==> src/rtl/msb_da_fir_pkg.sv <==
package msb_da_fir_pkg;
    localparam int TAPS   = 4;
    localparam int ADDR_W = TAPS;
    localparam int TBL_N  = 1 << TAPS;

    // Map a raw precision request onto the number of bit cycles used.
    function automatic int eff_prec(input int p, input int dw);
        return (p == 0 || p > dw) ? dw : p;
    endfunction
endpackage

==> src/rtl/msb_da_fir_taps.sv <==
module msb_da_fir_taps #(
    parameter int DW   = 8,
    parameter int TAPS = 4,
    parameter int BW   = 3
) (
    input  logic            clk,
    input  logic            rst_n,
    input  logic            shift_en,
    input  logic [DW-1:0]   din,
    input  logic [BW-1:0]   bit_sel,
    output logic [TAPS-1:0] addr
);
    logic [DW-1:0] line_d [TAPS];
    logic [DW-1:0] line_q [TAPS];

    always_comb begin
        for (int i = 0; i < TAPS; i++) line_d[i] = line_q[i];
        if (shift_en) begin
            line_d[0] = din;
            for (int i = 1; i < TAPS; i++) line_d[i] = line_q[i-1];
        end
    end

    always_ff @(posedge clk or negedge rst_n) begin
        if (!rst_n) begin
            for (int i = 0; i < TAPS; i++) line_q[i] <= '0;
        end else begin
            for (int i = 0; i < TAPS; i++) line_q[i] <= line_d[i];
        end
    end

    // One address bit per tap, all taken at the same bit position
    for (genvar g = 0; g < TAPS; g++) begin : g_slice
        assign addr[g] = line_q[g][bit_sel];
    end
endmodule

==> src/rtl/msb_da_fir_table.sv <==
module msb_da_fir_table #(
    parameter int TW = 10,
    parameter int AW = 4
) (
    input  logic          clk,
    input  logic          rst_n,
    input  logic          we,
    input  logic [AW-1:0] waddr,
    input  logic [TW-1:0] wdata,
    input  logic [AW-1:0] raddr,
    output logic [TW-1:0] rdata
);
    localparam int N = 1 << AW;

    logic [TW-1:0] mem_d [N];
    logic [TW-1:0] mem_q [N];

    always_comb begin
        for (int i = 0; i < N; i++) mem_d[i] = mem_q[i];
        if (we) mem_d[waddr] = wdata;
    end

    always_ff @(posedge clk or negedge rst_n) begin
        if (!rst_n) begin
            for (int i = 0; i < N; i++) mem_q[i] <= '0;
        end else begin
            for (int i = 0; i < N; i++) mem_q[i] <= mem_d[i];
        end
    end

    assign rdata = mem_q[raddr];
endmodule

==> src/rtl/msb_da_fir.sv <==
module msb_da_fir
    import msb_da_fir_pkg::*;
#(
    parameter int  DW = 8,
    parameter int  CW = 8,
    localparam int TW = CW + $clog2(TAPS),
    localparam int OW = TW + DW,
    localparam int PW = $clog2(DW + 1)
) (
    input  logic              clk,
    input  logic              rst_n,
    input  logic              tbl_we,
    input  logic [ADDR_W-1:0] tbl_addr,
    input  logic [TW-1:0]     tbl_data,
    input  logic              smp_valid,
    input  logic [DW-1:0]     smp_data,
    output logic              smp_ready,
    input  logic [PW-1:0]     prec,
    output logic              res_valid,
    output logic [OW-1:0]     res_data
);
    localparam int BW = $clog2(DW);
    localparam logic [BW-1:0] TOP_POS = BW'(DW - 1);

    typedef struct packed {
        logic                 busy;
        logic [BW-1:0]        pos;
        logic [BW-1:0]        stop;
        logic signed [OW-1:0] acc;
        logic [OW-1:0]        res;
        logic                 vld;
    } state_t;

    state_t state_d, state_q;

    logic                 accept;
    logic [ADDR_W-1:0]    slice_addr;
    logic [TW-1:0]        tbl_rd;
    logic signed [OW-1:0] slice_val;
    logic signed [OW-1:0] acc_sh;

    assign accept    = !state_q.busy && smp_valid;
    assign slice_val = OW'($signed(tbl_rd));
    assign acc_sh    = state_q.acc <<< 1;

    msb_da_fir_taps #(.DW(DW), .TAPS(TAPS), .BW(BW)) u_taps (
        .clk      (clk),
        .rst_n    (rst_n),
        .shift_en (accept),
        .din      (smp_data),
        .bit_sel  (state_q.pos),
        .addr     (slice_addr)
    );

    msb_da_fir_table #(.TW(TW), .AW(ADDR_W)) u_table (
        .clk   (clk),
        .rst_n (rst_n),
        .we    (tbl_we && !state_q.busy),
        .waddr (tbl_addr),
        .wdata (tbl_data),
        .raddr (slice_addr),
        .rdata (tbl_rd)
    );

    always_comb begin
        state_d     = state_q;
        state_d.vld = 1'b0;
        if (state_q.busy) begin
            // sign slice carries negative weight
            state_d.acc = (state_q.pos == TOP_POS) ? acc_sh - slice_val
                                                   : acc_sh + slice_val;
            if (state_q.pos == state_q.stop) begin
                state_d.busy = 1'b0;
                state_d.vld  = 1'b1;
                state_d.res  = state_d.acc <<< state_q.stop;
            end else begin
                state_d.pos = state_q.pos - 1'b1;
            end
        end else if (smp_valid) begin
            state_d.busy = 1'b1;
            state_d.pos  = TOP_POS;
            state_d.stop = BW'(DW - eff_prec(int'(prec), DW));
            state_d.acc  = '0;
        end
    end

    always_ff @(posedge clk or negedge rst_n) begin
        if (!rst_n) state_q <= '0;
        else        state_q <= state_d;
    end

    assign smp_ready = !state_q.busy;
    assign res_valid = state_q.vld;
    assign res_data  = state_q.res;
endmodule

==> config.mk <==
export PLATFORM = sky130hd
export DESIGN_NAME = msb_da_fir
export DESIGN_NICKNAME = d
export VERILOG_FILES = /design/src/rtl/msb_da_fir_pkg.sv /design/src/rtl/msb_da_fir_taps.sv /design/src/rtl/msb_da_fir_table.sv /design/src/rtl/msb_da_fir.sv
export SDC_FILE = /design/constraint.sdc
export NUM_CORES = 1
export LEC_CHECK = 0
export ABC_AREA = 1
export ABC_CLOCK_PERIOD_IN_PS = 7820
export BUFFER_PORTS_ARGS = -buffer_cell sky130_fd_sc_hd__buf_4
export CORE_MARGIN = 5
export CORE_UTILIZATION = 40
export DETAILED_ROUTE_END_ITERATION = 6
export HOLD_SLACK_MARGIN = 0.02
export SLEW_MARGIN = 20
export SYNTH_ARGS = -nofsm -noshare
export SYNTH_HDL_FRONTEND = slang
export SYNTH_SLANG_ARGS = --single-unit
==> constraint.sdc <==
create_clock -name clk -period 7.82 [get_ports clk]
set_input_delay 0.391 -clock clk [delete_from_list [all_inputs] [get_ports clk]]
set_output_delay 0.391 -clock clk [all_outputs]
set_load 0.005 [all_outputs]
==> results of run 1 <==
## synth_stat cells (5+ instances only)
| cell | instances | share of area, % |
|---|---|---|
| sky130_fd_sc_hd__a21oi_1 | 94 | 3.6 |
| sky130_fd_sc_hd__a221oi_1 | 28 | 1.9 |
| sky130_fd_sc_hd__a22o_1 | 6 | 0.40 |
| sky130_fd_sc_hd__a311o_1 | 5 | 0.38 |
| sky130_fd_sc_hd__buf_2 | 17 | 0.65 |
| sky130_fd_sc_hd__buf_4 | 24 | 1.4 |
| sky130_fd_sc_hd__buf_6 | 5 | 0.43 |
| sky130_fd_sc_hd__clkbuf_1 | 70 | 2.0 |
| sky130_fd_sc_hd__dfrtp_1 | 235 | 45 |
| sky130_fd_sc_hd__ha_1 | 39 | 3.7 |
| sky130_fd_sc_hd__inv_1 | 101 | 2.9 |
| sky130_fd_sc_hd__inv_2 | 5 | 0.14 |
| sky130_fd_sc_hd__mux2_2 | 8 | 0.69 |
| sky130_fd_sc_hd__mux2i_1 | 27 | 2.1 |
| sky130_fd_sc_hd__nand2_1 | 410 | 12 |
| sky130_fd_sc_hd__nand2_2 | 12 | 0.57 |
| sky130_fd_sc_hd__nand3_1 | 133 | 5.1 |
| sky130_fd_sc_hd__nand3_2 | 17 | 1.3 |
| sky130_fd_sc_hd__nand4_1 | 8 | 0.38 |
| sky130_fd_sc_hd__nor2_1 | 47 | 1.4 |
| sky130_fd_sc_hd__nor3_1 | 6 | 0.23 |
| sky130_fd_sc_hd__o21ai_0 | 224 | 8.6 |
| sky130_fd_sc_hd__o21ai_2 | 5 | 0.34 |
| sky130_fd_sc_hd__or2_2 | 5 | 0.24 |
| sky130_fd_sc_hd__or3_1 | 11 | 0.53 |
| sky130_fd_sc_hd__xor2_1 | 9 | 0.60 |
## logic make-up after synthesis
group / share of synthesized area [%]
and+or+nand+nor: 22.5
AOI/OAI and AO/OA: 16.9
DFF: 45.0
buffers and inverters: 7.94
adders and majority gates: 4.04
muxes: 2.76
xor gates and xnor gates: 0.871
## state kept, by name, summed over array words and instances (netlist names)
signal and count:
res_valid 1, acc_sh 17, res_data 18, u_table.mem_q 160
state_q 7, u_taps.line_q 32
## area by class of cell
cell class / instances / share of cell area [%]
clock buffers: 38 / 5.67
flip-flops and latches: 235 / 40.9
well taps: 442 / 3.85
multi-input cells: 1140 / 42.8
inverters: 109 / 2.86
repair buffers: 57 / 3.13
clock inverters: 9 / 0.766
## worst register-to-register path, delay by kind of cell, from the launching register on
family | cells | cell delay (ns)
compound gates | 6 | 1.29
fa+ha+maj | 1 | 0.45
buf+inv | 3 | 0.66
flops | 1 | 0.83
simple gates | 18 | 2.35
## final timing paths
path / from / cells after the start / endpoint / slack (ns)
max: state_q[40] / 28 / res_data[17] / 2.11
min: smp_data[3] / 3 / u_taps.line_q[27] / 0.11
max reg2reg: state_q[40] / 28 / res_data[17] / 2.11
min reg2reg: u_table.mem_q[150] / 2 / u_table.mem_q[150] / 0.48
max in group asynchronous: rst_n / 3 / u_table.mem_q[130] / 6.18
min in group asynchronous: rst_n / 2 / u_taps.line_q[30] / 0.50
## per-layer routing
metal / global-route usage, % / vias to the layer above
met5: 0 / -
met4: 4.94 / 0
met3: 2.44 / 49
met2: 30.5 / 221
met1: 26.0 / 5164
li1: - / 5315
## what timing repair did
action / in CTS / in global routing
gates resized for setup: 0 / 0
endpoints found under the hold margin: 118 / 0
hold buffers: 1 / 0
buffers inserted: 0 / 0
## stage by stage
stage	setup slack (ns)	area (um2)	utilization, %	hold slack [ns]
2_1_floorplan	3.44	13100	-	0.0954
3_3_place_gp	2.26	13400	41.5	0.465
3_5_place_dp	2.22	13400	41.5	0.469
4_1_cts	2.19	14400	44.4	0.0863
5_1_grt	1.52	14400	44.4	0.109
6_report	2.11	14400	44.4	0.106
==> out/results.tsv, run 1 <==
metric	value	unit
status	finished, final reports clean	
ctsRootBufferMaster	sky130_fd_sc_hd__clkbuf_16	
fin_worst_skew	0.0135	ns
hold_violations	0	
ys.flop_type	sky130_fd_sc_hd__dfrtp_1	
mappedNetlistArea	13100	um2
placed_insts	1982	
worst_slew_pin_slew	1.06	ns
final_nets	1640	
antenna_found_initial	0	
antenna-diode-count	0	
syn_to_final_growth	10.1	%
finalCritPeriodShare	73.0	%
drt-initial-drc-count	888	
synth-async-reset-ratio	100	%
die_h	191	um
critPathSlowestCell	sky130_fd_sc_hd__dfrtp_1	
placement.io_buffers	49	
fp.dieArea	36400	um2
most-common-layout-cells	sky130_fd_sc_hd__nand2_1, sky130_fd_sc_hd__dfrtp_1, sky130_fd_sc_hd__o21ai_0	
remaining_antenna_violation_count_after_routing	0	
detailroute.wirelength.met2	15.6	mm
met1_length	15.9	mm
slowest_delay	0.83	ns
tritoncts	done	
cts_buffer_depth	3	
final.min_clock_period	5.71	ns
fraction_of_final_layout_cells_with_drive_strength_greater_than_1	10.5	%
insertion_delay	0.54	ns
cts_made_buffers	26	
filler_cell_count	3261	
global_route_wire_length_before_repair	55.7	mm
wire_length_on_met3	1.46	mm
post_synth_inst_count	1605	
start_kind	flop	
rsz_0062_raised_after_global_routing	no	
drc	0	
grt-ovfl-total	0	
cts.clk_slew.worst_paths	0.06	ns
critical_path.endpoint_type	flop	
htree_levels	1	
final.setup.tns	0	ns
synthesis.area_per_instance	8.14	um2
fp.dieW	191	um
worstPathMaxFanout	51	
critical_path.n_buffers_inverters	3	
critical_path_arrival	6.13	ns
drt_first_pass_iters	6	
synth.net_count	1676	
multiInputGateArea	6160	um2
setup.worst_path.class	reg -> reg	
netlist-cell-type-count	56	
top_level_ports	50	
layout_commonest_cell	sky130_fd_sc_hd__nand2_1	
seq_area_frac_synth	45.0	%
timing.hold.worst.class	in -> reg	
gp_routability_congestion	0.889	
maxClockFrequency	175	MHz
report.final.slew_viol_count	0	
grtUsageTotal	18.6	%
top_layer	met4	
grt_pass1_vias	10503	
timing.critical_path.required	8.25	ns
synth_enable_flop_cells	0	
max_cap_viol_count	0	
dp_hpwl	22.3	mm
initial_utilization	40.4	%
rows	66	
total_wire_length	33.7	mm
final-seq-area	5880	um2
timing.critical_path.mode_cell	sky130_fd_sc_hd__nand2_1	
vias	10749	
pin_count_of_the_biggest_net_entering_global_routing	120	
routed_via_density	5.30	
final-setup-viol-count	0	
ys.warnings.count	0	
clock_sink_count	235	
ys_ff_latch	235	
cpLargestDelayFamily	simple AND/OR/NAND/NOR gates	
layoutNonFillerInstCount	2030	
post_drt_wl_per_cell	16.6	um
slew_headroom	29.0	%
core_area	32400	um2
Power of run 1 is left out: the tool's default activity adds up to more than one toggle a clock period on the data nets, which glitch-free logic cannot reach.
==> inputs of run 2 (changes only) <==
--- a/config.mk
+++ b/config.mk
@@ -5,8 +5,8 @@
 export SDC_FILE = /design/constraint.sdc
 export NUM_CORES = 1
 export LEC_CHECK = 0
-export ABC_AREA = 1
-export ABC_CLOCK_PERIOD_IN_PS = 7820
+export ABC_AREA = 0
+export ABC_CLOCK_PERIOD_IN_PS = 5300
 export BUFFER_PORTS_ARGS = -buffer_cell sky130_fd_sc_hd__buf_4
 export CORE_MARGIN = 5
 export CORE_UTILIZATION = 40
==> constraint.sdc (replaced) <==
create_clock -name clk -period 5.3 [get_ports clk]
set_input_delay 0.265 -clock clk [delete_from_list [all_inputs] [get_ports clk]]
set_output_delay 0.265 -clock clk [all_outputs]
set_load 0.005 [all_outputs]
==> run 2 against run 1 <==
First-iteration DRC count decreased by 37%. Via count decreased by 0.99%. Clock skew increased by 0.0015 ns. Count of clock-buffer cells in the layout increased by 5. Synthesized cell count decreased by 18%. Fmax increased by 11%. Worst hold slack got worse by 0.058 ns. Area after synthesis increased by 5.1%. Critical path type unchanged. Critical endpoint is now res_data[15]. Largest cell class unchanged. Highest routed layer unchanged.
==> out/results.tsv, run 2 <==
metric	value	unit	change
grt_pass1_vias	10653		was 10503
filler_cell_count	3046		was 3261
layout_commonest_cell	sky130_fd_sc_hd__dfrtp_1		was sky130_fd_sc_hd__nand2_1
synth_enable_flop_cells	0		unchanged
ys.warnings.count	0		unchanged
fin_worst_skew	0.0150	ns	was 0.0135 ns
drc	0		unchanged
global_route_wire_length_before_repair	59.0	mm	was 55.7 mm
largest_register	u_table.mem_q		unchanged
placement.io_buffers	49		unchanged
fraction_of_final_layout_cells_with_drive_strength_greater_than_1	33.7	%	was 10.5%
cells_taking_the_most_area_after_synthesis	sky130_fd_sc_hd__dfrtp_1, sky130_fd_sc_hd__mux2_2, sky130_fd_sc_hd__nand2_1		was sky130_fd_sc_hd__dfrtp_1, sky130_fd_sc_hd__nand2_1, sky130_fd_sc_hd__o21ai_0
netlist.top_cell.by_area	sky130_fd_sc_hd__dfrtp_1		unchanged
fp.dieArea	38100	um2	was 36400 um2
ys_ff_latch	235		unchanged
antenna_found_initial	0		unchanged
ys.flop_type	sky130_fd_sc_hd__dfrtp_1		unchanged
placed_insts	1806		was 1982
finalCritPeriodShare	96.7	%	was 73.0%
antenna-diode-count	0		unchanged
netlist-cell-type-count	85		was 56
report.final.slew_viol_count	0		unchanged
cts_made_buffers	28		was 26
top_level_ports	50		unchanged
rsz_0062_raised_after_global_routing	yes		was no
synth-async-reset-ratio	100	%	unchanged
syn_to_final_growth	20.9	%	was 10.1%
post_drt_wl_per_cell	19.7	um	was 16.6 um
total_wire_length	37.4	mm	was 33.7 mm
seq_area_frac_synth	42.8	%	was 45.0%
grt-ovfl-total	0		unchanged
setup.worst_path.class	reg -> reg		unchanged
critPathSlowestCell	sky130_fd_sc_hd__mux4_2		was sky130_fd_sc_hd__dfrtp_1
drt-initial-drc-count	563		was 888
pin_count_of_the_biggest_net_entering_global_routing	128		was 120
ctsRootBufferMaster	sky130_fd_sc_hd__clkbuf_16		unchanged
insertion_delay	0.57	ns	was 0.54 ns
cts_buffer_depth	3		unchanged
worstPathMaxFanout	6		was 51
dp_hpwl	25.1	mm	was 22.3 mm
status	finished, final reports clean		unchanged
vias	10643		was 10749
synth_commonest_cells	sky130_fd_sc_hd__dfrtp_1, sky130_fd_sc_hd__mux2_2, sky130_fd_sc_hd__nand2_1, sky130_fd_sc_hd__clkbuf_1, sky130_fd_sc_hd__nor2_1		was sky130_fd_sc_hd__nand2_1, sky130_fd_sc_hd__dfrtp_1, sky130_fd_sc_hd__o21ai_0, sky130_fd_sc_hd__nand3_1, sky130_fd_sc_hd__inv_1
core_area	33700	um2	was 32400 um2
hold_violations	0		unchanged
routed_via_density	5.62		was 5.30
cts.clk_slew.worst_paths	0.06	ns	about the same
synth.net_count	1386		was 1676
tritoncts	done		unchanged
critical_path.endpoint_type	flop		unchanged
post_synth_inst_count	1315		was 1605
largest_reg_flops	160		unchanged
start_kind	flop		unchanged
htree_levels	1		unchanged
rows	67		was 66
critical_path_arrival	5.56	ns	was 6.13 ns
timing.critical_path.required	5.74	ns	was 8.25 ns
worst_slew_pin_slew	0.917	ns	was 1.06 ns
maxClockFrequency	195	MHz	was 175 MHz
drt_first_pass_iters	5		was 6
initial_utilization	40.7	%	was 40.4%
slew_headroom	38.8	%	was 29.0%
synth_top_area_share	42.8	%	was 45.0%
max_cap_viol_count	0		unchanged
synthesis.area_per_instance	10.4	um2	was 8.14 um2
final.min_clock_period	5.13	ns	was 5.71 ns
remaining_antenna_violation_count_after_routing	0		unchanged
final_nets	1496		was 1640
die_h	195	um	was 191 um
layoutNonFillerInstCount	1895		was 2030
mappedNetlistArea	13700	um2	was 13100 um2
grtUsageTotal	18.9	%	was 18.6%
gp_routability_congestion	0.909		was 0.889
final-setup-viol-count	0		unchanged
clock_sink_count	235		unchanged
timing.hold.worst.class	in -> reg		unchanged
most_repeated_cell_in_the_gate_level_netlist_after_synthesis	sky130_fd_sc_hd__dfrtp_1		was sky130_fd_sc_hd__nand2_1
slowest_delay	0.55	ns	was 0.83 ns
timing.critical_path.mode_cell	sky130_fd_sc_hd__buf_4		was sky130_fd_sc_hd__nand2_1
fp.dieW	195	um	was 191 um
most-common-layout-cells	sky130_fd_sc_hd__dfrtp_1, sky130_fd_sc_hd__mux2_2, sky130_fd_sc_hd__buf_4		was sky130_fd_sc_hd__nand2_1, sky130_fd_sc_hd__dfrtp_1, sky130_fd_sc_hd__o21ai_0
run 2: cell count changes after synthesis, moves of 16 or more:
cell                       delta
sky130_fd_sc_hd__a311oi_1    +19
sky130_fd_sc_hd__a21oi_1     -39
sky130_fd_sc_hd__nor3_1      +16
sky130_fd_sc_hd__a211oi_1    +44
sky130_fd_sc_hd__a31oi_1     +25
sky130_fd_sc_hd__xnor2_1     +16
sky130_fd_sc_hd__and2_1      +33
sky130_fd_sc_hd__nand2_1    -266
sky130_fd_sc_hd__mux2_2     +192
sky130_fd_sc_hd__inv_1       -63
sky130_fd_sc_hd__a221oi_1    -27
sky130_fd_sc_hd__nand3_2     -17
sky130_fd_sc_hd__o21ai_0    -181
sky130_fd_sc_hd__nand3_1    -123
run 2: per-stage QoR:
| step | utilization, % | TNS, ns | hold WS (ns) | setup WS (ns) | area, um2 |
|---|---|---|---|---|---|
| floorplan | - | 0 | -0.0306 | 0.0140 | 13700 |
| global placement | 44.5 | -0.548 | 0.436 | -0.151 | 15000 |
| detailed placement | 44.5 | -0.454 | 0.423 | -0.168 | 15000 |
| CTS | 47.8 | 0 | 0.0302 | 0.00971 | 16100 |
| global route | 49.3 | -0.570 | 0.0639 | -0.107 | 16600 |
| finish | 49.3 | 0 | 0.0487 | 0.173 | 16600 |
run 2: layout make-up:
| class | count | area, um2 | area share, % |
|---|---|---|---|
| inverter | 41 | 154 | 0.927 |
| multi-input combinational | 942 | 7500 | 45.2 |
| timing repair buffer | 177 | 1540 | 9.28 |
| clock inverter | 9 | 113 | 0.678 |
| sequential | 235 | 5880 | 35.4 |
| clock buffer | 43 | 857 | 5.16 |
| tap | 448 | 561 | 3.38 |
run 2: worst paths after layout:
kind | startpoint | endpoint | slack (ns) | cells after the start
min in group asynchronous | rst_n | acc_sh[11] | 0.15 | 2
hold reg to reg | res_data[2] | res_data[2] | 0.49 | 2
setup reg to reg | state_q[41] | res_data[15] | 0.17 | 26
max in group asynchronous | rst_n | u_table.mem_q[114] | 3.60 | 4
hold / removal | prec[3] | state_q[37] | 0.05 | 3
setup / recovery | state_q[41] | res_data[15] | 0.17 | 26
run 2: cell families (layout without fill, tap and decap cells):
family / after synthesis / after routing / synth area share (%)
AND/OR/NAND/NOR: 331 / 331 / 11.2
AO/OA/AOI/OAI: 303 / 303 / 15.8
multiplexers: 243 / 244 / 20.4
flip-flops: 235 / 235 / 42.8
buffers and inverters: 139 / 270 / 4.45
adder cells (fa/ha/maj): 41 / 41 / 3.85
XOR/XNOR: 23 / 23 / 1.47
run 2: per-layer routing:
| layer | up-vias | track usage [%] | wire, um |
|---|---|---|---|
| li1 | 5011 | - | - |
| met1 | 5337 | 25.9 | 16900 |
| met2 | 228 | 31.2 | 17900 |
| met3 | 67 | 2.91 | 1520 |
| met4 | 0 | 5.40 | 1100 |
| met5 | - | 0 | 0 |
run 2: what timing repair did:
| item | 4_1_cts | 5_1_grt |
|---|---|---|
| resized for setup | 8 | 51 |
| gates cloned | 1 | 3 |
| hold endpoints to repair | 136 | 0 |
| pin swaps | 1 | 18 |
| hold buffers | 11 | 0 |
| endpoints found under the setup margin | 7 | 15 |
| buffers inserted | 0 | 21 |
run 2: worst max-delay path: cells and delay by family (launching register included):
kind                     cells  cell delay [ns]
buffers and inverters        8             1.20
XOR/XNOR                     1             0.17
flip-flops                   1             0.40
adder cells (fa/ha/maj)      1             0.14
AND/OR/NAND/NOR              2             0.18
multiplexers                 3             0.96
AO/OA/AOI/OAI               11             1.94
Power of run 2 is left out for the same reason.
